**src/rtl/plc_pkg.sv**
```systemverilog
package plc_pkg;
  typedef enum logic [1:0] {
    ST_DFF     = 2'd0,
    ST_TFF     = 2'd1,
    ST_LATCH   = 2'd2,
    ST_DFF_ALT = 2'd3
  } store_mode_e;
endpackage

```
**src/rtl/plc_pterms.sv**
```systemverilog
module plc_pterms #(
  parameter int N_IN = 40,
  parameter int N_PT = 5
) (
  input  logic [N_IN-1:0]      arr_in,
  input  logic [N_PT*N_IN-1:0] use_true,
  input  logic [N_PT*N_IN-1:0] use_comp,
  output logic [N_PT-1:0]      term
);
  // a literal blocks the term when its chosen polarity is not met
  function automatic logic and_lits(input logic [N_IN-1:0] a,
                                    input logic [N_IN-1:0] t,
                                    input logic [N_IN-1:0] c);
    return &((a | ~t) & (~a | ~c));
  endfunction

  for (genvar k = 0; k < N_PT; k++) begin : g_term
    assign term[k] = and_lits(arr_in, use_true[k*N_IN +: N_IN], use_comp[k*N_IN +: N_IN]);
  end
endmodule

```
**src/rtl/plc_sum.sv**
```systemverilog
module plc_sum #(
  parameter int N_PT = 5
) (
  input  logic [N_PT-1:0] term,
  input  logic [N_PT-1:0] mask,
  input  logic            casc_in,
  input  logic            inv,
  output logic            casc_out,
  output logic            data
);
  function automatic logic chain_or(input logic [N_PT-1:0] t,
                                    input logic [N_PT-1:0] m,
                                    input logic cin);
    return (|(t & m)) | cin;
  endfunction

  assign casc_out = chain_or(term, mask, casc_in);
  assign data     = casc_out ^ inv;
endmodule

```
**src/rtl/plc_store.sv**
```systemverilog
module plc_store
  import plc_pkg::*;
(
  input  logic        clk,
  input  logic        rst_n,
  input  store_mode_e mode,
  input  logic        ck,
  input  logic        clr,
  input  logic        d,
  output logic        q
);
  logic ck_prev;
  logic state_r;
  logic rise;
  logic is_latch;
  logic is_tff;

  assign rise     = ck & ~ck_prev;
  assign is_latch = (mode == ST_LATCH);
  assign is_tff   = (mode == ST_TFF);

  always_ff @(posedge clk or negedge rst_n) begin
    if (!rst_n) begin
      state_r <= 1'b0;
      ck_prev <= 1'b0;
    end else begin
      ck_prev <= ck;
      if (clr) begin
        state_r <= 1'b0;
      end else begin
        case (mode)
          ST_TFF:   if (rise && d) state_r <= ~state_r;
          ST_LATCH: if (ck) state_r <= d;
          default:  if (rise) state_r <= d;
        endcase
      end
    end
  end

  assign q = clr ? 1'b0 : ((is_latch && ck) ? d : state_r);

  AST_D_CAPTURE: assert property (@(posedge clk) disable iff (!rst_n)
    (!is_latch && !is_tff && rise && !clr) |=> (state_r == $past(d)));
  AST_T_TOGGLE: assert property (@(posedge clk) disable iff (!rst_n)
    (is_tff && rise && d && !clr) |=> (state_r != $past(state_r)));
  AST_LATCH_HOLD: assert property (@(posedge clk) disable iff (!rst_n)
    (is_latch && !ck && !clr) |=> (state_r == $past(state_r)));
  AST_CLR_ZERO: assert property (@(posedge clk) disable iff (!rst_n)
    clr |=> !state_r);
endmodule

```
**src/rtl/plc_cell.sv**
```systemverilog
module plc_cell
  import plc_pkg::*;
#(
  parameter int N_IN   = 40,
  parameter int N_PT   = 5,
  parameter int N_GCLK = 3,
  parameter int N_GOE  = 6,
  parameter int CLK_PT = 1,
  parameter int CLR_PT = 2,
  parameter int OE_PT  = 3,
  parameter int FLD_PT = 4,
  localparam int CKS_W = $clog2(N_GCLK + 1),
  localparam int OES_W = $clog2(N_GOE + 2)
) (
  input  logic                 clk,
  input  logic                 rst_n,
  input  logic [N_IN-1:0]      arr_in,
  input  logic                 casc_in,
  input  logic [N_GCLK-1:0]    gclk,
  input  logic                 gclr,
  input  logic [N_GOE-1:0]     goe,
  input  logic [N_PT*N_IN-1:0] cfg_pt_true,
  input  logic [N_PT*N_IN-1:0] cfg_pt_comp,
  input  logic [N_PT-1:0]      cfg_sum_mask,
  input  logic                 cfg_xor_inv,
  input  logic [1:0]           cfg_mode,
  input  logic [CKS_W-1:0]     cfg_clk_sel,
  input  logic                 cfg_clr_sel,
  input  logic [OES_W-1:0]     cfg_oe_sel,
  input  logic                 cfg_out_reg,
  output logic                 pin_out,
  output logic                 pin_oe,
  output logic                 fb_out,
  output logic                 fold_out,
  output logic                 casc_out
);
  localparam logic [CKS_W-1:0] CK_PT_CODE = CKS_W'(N_GCLK);
  localparam logic [OES_W-1:0] OE_PT_CODE = OES_W'(N_GOE);

  logic [N_PT-1:0] term;
  logic            data;
  logic            ck_act;
  logic            clr_act;
  logic            reg_q;

  plc_pterms #(.N_IN(N_IN), .N_PT(N_PT)) u_terms (
    .arr_in   (arr_in),
    .use_true (cfg_pt_true),
    .use_comp (cfg_pt_comp),
    .term     (term)
  );

  plc_sum #(.N_PT(N_PT)) u_sum (
    .term     (term),
    .mask     (cfg_sum_mask),
    .casc_in  (casc_in),
    .inv      (cfg_xor_inv),
    .casc_out (casc_out),
    .data     (data)
  );

  assign ck_act  = (cfg_clk_sel < CK_PT_CODE) ? gclk[cfg_clk_sel] : term[CLK_PT];
  assign clr_act = cfg_clr_sel ? term[CLR_PT] : gclr;

  plc_store u_store (
    .clk   (clk),
    .rst_n (rst_n),
    .mode  (store_mode_e'(cfg_mode)),
    .ck    (ck_act),
    .clr   (clr_act),
    .d     (data),
    .q     (reg_q)
  );

  always_comb begin
    if (cfg_oe_sel < OE_PT_CODE)       pin_oe = goe[cfg_oe_sel];
    else if (cfg_oe_sel == OE_PT_CODE) pin_oe = term[OE_PT];
    else                               pin_oe = 1'b1;
  end

  assign pin_out  = cfg_out_reg ? reg_q : data;
  assign fb_out   = reg_q;
  assign fold_out = ~term[FLD_PT];

  AST_CASC_PASS: assert property (@(posedge clk) disable iff (!rst_n)
    casc_in |-> casc_out);
  AST_OE_FORCED: assert property (@(posedge clk) disable iff (!rst_n)
    (cfg_oe_sel > OE_PT_CODE) |-> pin_oe);
  AST_PIN_CLEARED: assert property (@(posedge clk) disable iff (!rst_n)
    (clr_act && cfg_out_reg) |-> (!pin_out && !fb_out));
endmodule

```
**config.mk**
```make
export PLATFORM = sky130hd
export DESIGN_NAME = plc_cell
export DESIGN_NICKNAME = d
export VERILOG_FILES = /design/src/rtl/plc_pkg.sv /design/src/rtl/plc_pterms.sv /design/src/rtl/plc_sum.sv /design/src/rtl/plc_store.sv /design/src/rtl/plc_cell.sv
export SDC_FILE = /design/constraint.sdc
export NUM_CORES = 1
export LEC_CHECK = 0
export BUFFER_PORTS_ARGS = -buffer_cell sky130_fd_sc_hd__buf_2
export CELL_PAD_IN_SITES_DETAIL_PLACEMENT = 2
export CELL_PAD_IN_SITES_GLOBAL_PLACEMENT = 2
export CORE_AREA = 10 10 181 183
export CTS_BUF_LIST = sky130_fd_sc_hd__clkbuf_4
export DETAILED_ROUTE_END_ITERATION = 7
export DIE_AREA = 0 0 191 193
export MAX_ROUTING_LAYER = met4
export PLACE_DENSITY = 0.84
export SLEW_MARGIN = 20
export SYNTH_ARGS = -nofsm -noshare
export SYNTH_HDL_FRONTEND = slang
export SYNTH_SLANG_ARGS = --single-unit
```
**constraint.sdc**
```tcl
create_clock -name clk -period 2.9 [get_ports clk]
set_input_delay 0.725 -clock clk [delete_from_list [all_inputs] [get_ports clk]]
set_output_delay 0.725 -clock clk [all_outputs]
set_load 0.1 [all_outputs]
```
==> impl_metrics.env <==
export IMPL_worstPathMaxFanout=4
export IMPL_h_tree_depth=1
export IMPL_ys_async_sr_fraction_pct=100
export IMPL_cp_start_kind="primary input"
export IMPL_netlist_instances=385
export IMPL_antenna_found_initial=3
export IMPL_yosys_warnings=0
export IMPL_io_buffers=472
export IMPL_cts_buffers=3
export IMPL_post_drt_via_cell_ratio=4.25
export IMPL_ant_nets=0
export IMPL_post_place_ws_ns=-1.25
export IMPL_grt_pass1_wl_um=51700
export IMPL_netlist_top_cell_by_area="mux2i_1"
export IMPL_cts_sinks=2
export IMPL_fp_dieW_um=191
export IMPL_post_dp_cell_area_um2=6890
export IMPL_hp_class="in -> async"
export IMPL_root_buffer="clkbuf_4"
export IMPL_worstMarginPinSlew_ns=0.519
export IMPL_cp_end_kind="primary output"
export IMPL_gr_total_overflow=0
export IMPL_internal_power_uw=734
export IMPL_required_ns=2.17
export IMPL_dr_pass1_iters=4
export IMPL_synth_distinct_cells=38
export IMPL_wl_per_cell_um=29.0
export IMPL_p_clk_share_pct=5.0
export IMPL_swShare_pct=44.8
export IMPL_die_y_um=193
export IMPL_yosysTopAreaCellShare_pct=56.7
export IMPL_drive_gt1_share_pct=70.5
export IMPL_critPathKind="in -> out"
export IMPL_synthesis_nets=853
export IMPL_core_um2=29200
export IMPL_final_nets=1437
export IMPL_setup_viol=4
export IMPL_final_cells=1359
export IMPL_routed_wl_um=39400
export IMPL_regToRegStartpoint="u_store.ck_prev$_DFF_PN0_"
export IMPL_final_cell_mix="buf_2 (431), mux2i_1 (152), buf_4 (119), nand4_1 (59), buf_6 (38)"
export IMPL_max_slew_margin_rel_pct=65.4
export IMPL_p_sw_uw=594
export IMPL_cp_data_arrival_time_ns=3.01
export IMPL_dp_cells=1331
export IMPL_rsz0062_at_grt="yes"
export IMPL_seqPwrFrac_pct=3.0
export IMPL_slew_violations=0
export IMPL_outcome="complete, but fails checks"
export IMPL_globalplace_congestion=0.910
export IMPL_final_common_cell="buf_2"
export IMPL_clk_latency_ns=0.24
export IMPL_ys_flop_type="dfrtp_1"
export IMPL_power_density_nw_per_um2=167
export IMPL_combPwrFrac_pct=92.0
export IMPL_finClkSkew_ns=0.00749
export IMPL_synth_area_leaders="mux2i_1 (57%), nand4_1 (12%), buf_6 (5.0%)"
export IMPL_fin_area_um2=7960
export IMPL_maxCapViolCount=0
export IMPL_grt_max_degree=7
export IMPL_fp_row_count=63
export IMPL_synth_cell_area_um2=3140
export IMPL_violations="setup timing"
export IMPL_hpwl_um=35600
export IMPL_p_total_mw=1.33
export IMPL_synth_enable_flop_cells=0
export IMPL_grt_usage_pct=20.3
export IMPL_post_route_period_util_pct=129
export IMPL_synth_seq_cells=2
export IMPL_timing_final_ws_setup_ns=-0.831
export IMPL_post_route_min_period_ns=3.73
export IMPL_yosysSeqAreaShare_pct=1.59
export IMPL_syn_avg_cell_area_um2=8.16
export IMPL_fmax_mhz=268
export IMPL_clockBufferDepth=2
export IMPL_cts_tree="yes"
export IMPL_drt_iter0_markers=185
export IMPL_crit_start="arr_in[22]"
export IMPL_hold_ws_ns=0.273
export IMPL_vdd_drop_max_v=0.0000830
export IMPL_die_area_um2=36900
export IMPL_via_count=5774
export IMPL_grt_pass1_vias=6961
export IMPL_io_pins=473
export IMPL_clk_pin_slew_ns=0.04
export IMPL_final_hold_viol_count=0
export IMPL_remaining_drc_errors=0
export IMPL_start_util_pct=10.7
export IMPL_leakage_nw=4.19
export IMPL_area_growth_pct=153
-- metal layers --
metal / vias to the layer above / track usage [%] / wire length, um
met4: 0 / 3.85 / 915
met2: 324 / 37.7 / 20800
li1: 2691 / - / -
met5: - / - / 0
met3: 34 / 3.56 / 2650
met1: 2725 / 22.3 / 15100
-- worst max-delay path, stage by stage --
cell and delay, ns:
buf_2 0.12, buf_12 0.12, mux2i_4 0.23, nand4_1 0.24
nor4_2 0.34, nand4_1 0.20, a31oi_2 0.31, and3_4 0.27
nand2_4 0.06, o22ai_4 0.19, buf_12 0.20
-- power by group through the flow --
| stage | sequential, mW | clock [mW] | combinational [mW] |
|---|---|---|---|
| 5_1_grt | 0.0397 | 0.0722 | 1.29 |
| 6_report | 0.0394 | 0.0666 | 1.22 |
| 2_1_floorplan | 0.0367 | 0 | 0.400 |
| 3_5_place_dp | 0.0393 | 0 | 1.07 |
| 3_3_place_gp | 0.0382 | 0 | 1.04 |
| 4_1_cts | 0.0391 | 0.0658 | 1.17 |
-- registers in the layout (all words and copies together), names as in the netlist --
| register | cells |
|---|---|
| u_store.ck_prev | 1 |
| u_store.state_r | 1 |
-- timing repair --
item | CTS | global route
resized for setup | 153 | 49
hold buffers | 0 | 0
buffers inserted | 16 | 16
gates cloned | 0 | 0
setup endpoints to repair | 6 | 6
pin swaps | 38 | 29
-- cells by family after synthesis --
logic type	Yosys count	synth area share, %
xor+xnor	1	0.279
mux	182	58.6
buf+inv	53	10.2
compound gates	34	8.16
simple gates	113	21.1
flops	2	1.59
-- worst paths after layout --
| kind | cells after the start | slack, ns | to |
|---|---|---|---|
| setup / recovery | 11 | -0.83 | fb_out |
| hold / removal | 1 | 0.27 | u_store.ck_prev$_DFF_PN0_ |
| setup reg to reg | 5 | 1.44 | u_store.state_r$_DFFE_PN0P_ |
| hold reg to reg | 3 | 0.79 | u_store.state_r$_DFFE_PN0P_ |
| max in group asynchronous | 1 | 2.52 | u_store.state_r$_DFFE_PN0P_ |
| min in group clk | 3 | 0.79 | u_store.state_r$_DFFE_PN0P_ |
-- per-stage QoR --
stage	TNS, ns	util (%)
4_1_cts	-2.50	26.1
6_report	-2.66	27.2
3_3_place_gp	-4.61	23.6
2_1_floorplan	-1.75	-
3_5_place_dp	-5.01	23.6
5_1_grt	-3.07	27.2
-- synth_stat cells, drive strengths merged (2+ instances only) --
cell / number
mux2i: 180
nand4: 59
buf: 27
clkbuf: 13
inv: 13
nor2b: 11
nor4: 11
nor2: 9
nand2: 8
o21ai: 7
nand3: 5
nand2b: 4
a221oi: 3
a22o: 3
o22ai: 3
a2111oi: 2
a21boi: 2
a21oi: 2
a221o: 2
a311o: 2
a41oi: 2
and4: 2
dfrtp: 2
o2111ai: 2
-- layout make-up --
class                           count  area (um^2)
Fill cell                        3427        21300
Timing Repair Buffer              619         4060
Multi-Input combinational cell    330         3280
Tap cell                          390          488
Inverter                           13         51.3
Sequential cell                     2         50.0
Clock buffer                        3         22.5
Antenna cell                        2         5.00
Power figures use the tool's default switching activity.
